===== src/rtl/tw_loader_pkg.sv =====
package tw_loader_pkg;

    localparam int unsigned SCALE_W = 15;
    localparam int unsigned PORT_W  = 4;

    typedef struct packed {
        logic [PORT_W-1:0]  port;
        logic [SCALE_W-1:0] scale;
    } tw_word_t;

    function automatic tw_word_t split_word(input logic [PORT_W+SCALE_W-1:0] raw);
        tw_word_t w;
        w.port  = raw[PORT_W+SCALE_W-1:SCALE_W];
        w.scale = raw[SCALE_W-1:0];
        return w;
    endfunction

endpackage


===== src/rtl/tw_edge_sync.sv =====
module tw_edge_sync (
    input  logic clk,
    input  logic rst,
    input  logic din,
    output logic lvl,
    output logic rise,
    output logic fall
);
    logic q_now;
    logic q_old;

    always_ff @(posedge clk) begin
        if (rst) begin
            q_now <= 1'b0;
            q_old <= 1'b0;
        end else begin
            q_now <= din;
            q_old <= q_now;
        end
    end

    assign lvl  = q_now;
    assign rise = q_now & ~q_old;
    assign fall = ~q_now & q_old;
endmodule


===== src/rtl/tw_shift_counter.sv =====
module tw_shift_counter #(
    parameter int unsigned WORD_W = 19,
    localparam int unsigned CNT_W = $clog2(WORD_W + 2)
) (
    input  logic              clk,
    input  logic              rst,
    input  logic              restart,
    input  logic              shift,
    input  logic              bit_in,
    output logic [WORD_W-1:0] word,
    output logic [CNT_W-1:0]  count
);
    localparam logic [CNT_W-1:0] CNT_SAT = CNT_W'(WORD_W + 1);

    always_ff @(posedge clk) begin
        if (rst) begin
            word <= '0;
        end else if (shift) begin
            word <= {word[WORD_W-2:0], bit_in};
        end
    end

    always_ff @(posedge clk) begin
        if (rst) begin
            count <= '0;
        end else if (restart) begin
            count <= shift ? CNT_W'(1) : '0;
        end else if (shift && count != CNT_SAT) begin
            count <= count + CNT_W'(1);
        end
    end
endmodule


===== src/rtl/tw_loader.sv =====
module tw_loader
    import tw_loader_pkg::*;
#(
    parameter int unsigned SF_W  = SCALE_W,
    parameter int unsigned PRT_W = PORT_W,
    localparam int unsigned WORD_W = SF_W + PRT_W,
    localparam int unsigned CNT_W  = $clog2(WORD_W + 2)
) (
    input  logic             clk,
    input  logic             rst,
    input  logic             ser_clk_i,
    input  logic             ser_dat_i,
    input  logic             ser_en_i,
    input  logic             lock_i,
    output logic [SF_W-1:0]  scale_o,
    output logic [PRT_W-1:0] port_o,
    output logic             lock_sw_o,
    output logic             cp_high_o
);
    logic sclk_lvl, sclk_rise, sclk_fall;
    logic en_lvl, en_rise, en_fall;
    logic dat_lvl, dat_rise, dat_fall;
    logic [WORD_W-1:0] sr_word;
    logic [CNT_W-1:0]  bit_cnt;
    logic              take;

    tw_edge_sync u_sclk (.clk(clk), .rst(rst), .din(ser_clk_i),
                         .lvl(sclk_lvl), .rise(sclk_rise), .fall(sclk_fall));
    tw_edge_sync u_en   (.clk(clk), .rst(rst), .din(ser_en_i),
                         .lvl(en_lvl), .rise(en_rise), .fall(en_fall));
    tw_edge_sync u_dat  (.clk(clk), .rst(rst), .din(ser_dat_i),
                         .lvl(dat_lvl), .rise(dat_rise), .fall(dat_fall));

    tw_shift_counter #(.WORD_W(WORD_W)) u_sr (
        .clk(clk), .rst(rst),
        .restart(en_rise),
        .shift(sclk_fall & en_lvl),
        .bit_in(dat_lvl),
        .word(sr_word),
        .count(bit_cnt)
    );

    assign take = en_fall && (bit_cnt == CNT_W'(WORD_W));

    always_ff @(posedge clk) begin
        if (rst) begin
            scale_o <= '0;
            port_o  <= '0;
        end else if (take) begin
            port_o  <= sr_word[WORD_W-1:SF_W];
            scale_o <= sr_word[SF_W-1:0];
        end
    end

    assign lock_sw_o = lock_i;
    assign cp_high_o = 1'b1;

    logic unused_edges;
    assign unused_edges = sclk_lvl ^ sclk_rise ^ dat_rise ^ dat_fall;
endmodule


===== config.mk =====
export PLATFORM = sky130hd
export DESIGN_NAME = tw_loader
export DESIGN_NICKNAME = d
export VERILOG_FILES = /design/src/rtl/tw_loader_pkg.sv /design/src/rtl/tw_edge_sync.sv /design/src/rtl/tw_shift_counter.sv /design/src/rtl/tw_loader.sv
export SDC_FILE = /design/constraint.sdc
export NUM_CORES = 1
export LEC_CHECK = 0
export CELL_PAD_IN_SITES_DETAIL_PLACEMENT = 1
export CELL_PAD_IN_SITES_GLOBAL_PLACEMENT = 1
export CORE_MARGIN = 5
export CORE_UTILIZATION = 30
export DETAILED_ROUTE_END_ITERATION = 6
export MAX_ROUTING_LAYER = met4
export PLACE_DENSITY = 0.63
export SLEW_MARGIN = 20
export SYNTH_ARGS = -nofsm -noshare
export SYNTH_HDL_FRONTEND = slang
export SYNTH_HIERARCHICAL = 1
export SYNTH_SLANG_ARGS = --single-unit
export TNS_END_PERCENT = 20

===== constraint.sdc =====
create_clock -name clk -period 3.55 [get_ports clk]
set_input_delay 0.5325 -clock clk [delete_from_list [all_inputs] [get_ports clk]]
set_output_delay 0.5325 -clock clk [all_outputs]
set_load 0.005 [all_outputs]

==> flow_summary.yaml <==
critical_path:
  crit_fanout: 16
  slowest_delay_ns: 0.66
  crit_arrival_ns: 2.07
  startpoint_type: "register"
  crit_slowest_cell: "and2_1"
  end_kind: "register"
  worstPathCellList: "nor2b_1, and2_1, inv_1, or3_1, a31oi_1"
  crit_required_ns: 3.76
  timing_worst_setup_path_type: "reg -> reg"
route:
  drt-initial-drc-count: 39
  via_per_inst: 4.53
  drc_errors: 0
  postRouteAntennaNets: 0
  drt_wl_total_um: 3530
  wire_per_inst_um: 12.1
  vias: 1317
  dr.pass1.iters: 2
status:
  status: "completed"
timing:
  finalSetupTns_ns: 0
  worst_pin_slew_ns: 0.929
  min_period_ns: 1.86
  clock_skew_ns: 0.00186
  setup_violations: 0
  maxSlewHeadroom_pct: 38.1
  fmax_ghz: 0.537
  min_period_over_period_pct: 52.5
  hold_viol: 0
  rsz0062_at_grt: "false"
  holdWs_ns: 0.472
  slew_viol_final: 0
grt:
  antenna_found_initial: 0
  grt_max_degree: 67
  grt_usage_pct: 9.12
  grt_pass1_vias: 1331
  grt_pass1_wl_um: 6090
  grt_overflow_total: 0
finish:
  area_delta_synth_final_pct: 17.0
  diodes: 0
  final_nets: 221
  drive_above_1_share_pct: 5.61
clock_network:
  cts_tree: "built"
  postCtsSetupBuffers: 0
  ctsResizeCount: 0
  cts_buffers: 5
  cts_root_buffer: "clkbuf_8"
  htreeDepth: 2
  cts_buffer_depth: 2
  cts_hold_buf: 0
  clk_pin_slew_worst_paths_ns: 0.08
  worstSkewPairLatency_ns: 0.29
  cts.sinks: 48
floorplanning:
  initial_utilization_pct: 31.2
  die_area_um2: 8360
  die_w_um: 91.4
  core_area_um2: 6390
  fp.dieH_um: 91.4
  row_count: 29
  io_pins: 27
worst_hold_path:
  hold_path.class: "reg -> reg"
placed_design:
  hpwl_um: 2350
  gp_congestion: 0.624
  io_buffers: 23
yosys:
  syn_nets: 203
  netlist_area_um2: 1990
  ys.warnings.count: 6
  avgSynthCellArea_um2: 10.2
  syn_inst: 195
power_and_ir_drop:
  leakage_uw: 0.000739
  irDropWorstVdd_mv: 0.235
  power.density_nw_per_um2: 388
job:
  drv_cap: 0
==> power breakdown <==
part	internal [uW]	total [uW]	switching (uW)	leakage [uW]
clock network	156	334	178	0.0000510
registers	541	542	1.56	0.000388
logic	14.1	28.1	14.0	0.000301
==> critical path, delay by kind of cell, from the launching register on <==
kind,cells,cell delay [ns]
AND/OR/NAND/NOR,3,1.16
flip-flops,1,0.31
buffers and inverters,1,0.16
AO/OA/AOI/OAI,1,0.14
==> state kept, by name, summed over array words and instances, names as in the netlist <==
signal        flops
port_o            4
scale_o          15
u_dat/lvl         1
u_en/lvl          1
u_en/q_old        1
u_sclk/lvl        1
u_sclk/q_old      1
u_sr/count        5
u_sr/word        19
==> layout by cell type, fill, tap and decap left out, drive strengths merged, types with 2 or more instances in the layout <==
cell type	instances
dfxtp	48
nand2b	38
mux2i	38
clkdlybuf4s50	22
nor2	21
nor2b	8
clkbuf	6
nand4	3
inv	3
buf	3
clkinv	2
or3	2
a21oi	2
ha	2
nor3	2
==> stage by stage <==
stage               cell area (um^2)  std cells  worst slack [ns]  utilization [%]  total power (uW)
finish                          2330        291              1.69             36.5               904
global route                    2330        291              1.55             36.5               952
CTS                             2330        291              1.67             36.5               927
detailed placement              2240        283              1.70             35.0               584
global placement                2240        283              1.74             35.0               584
floorplan                       1990        195              2.13                -               577
==> worst paths after layout <==
check | start | slack [ns] | depth (start not counted) | end
worst min-delay path | u_dat/lvl$_SDFF_PP0_ | 0.47 | 2 | u_sr/word[0]$_SDFFE_PP0P_
worst max register to register | u_sclk/q_old$_SDFF_PP0_ | 1.69 | 5 | u_sr/count[0]$_SDFFE_PP0P_
worst min register to register | u_dat/lvl$_SDFF_PP0_ | 0.47 | 2 | u_sr/word[0]$_SDFFE_PP0P_
worst max-delay path | u_sclk/q_old$_SDFF_PP0_ | 1.69 | 5 | u_sr/count[0]$_SDFFE_PP0P_
==> layout make-up <==
cell class,count,area (um^2)
Clock buffer,6,82.6
Clock inverter,2,10.0
Fill cell,720,4060
Inverter,3,11.3
Multi-Input combinational cell,130,927
Sequential cell,48,961
Tap cell,77,96.3
Timing Repair Buffer,25,240
==> routing by layer <==
metal,part of all wire [%],track usage [%],routed length [um],up-vias
met4,1.8,3.67,63,0
met2,47,14.4,1660,17
met3,3.5,2.98,125,4
met1,48,10.7,1680,626
met5,0,-,0,-
li1,-,-,-,670
(Power assumes the default switching activity.)
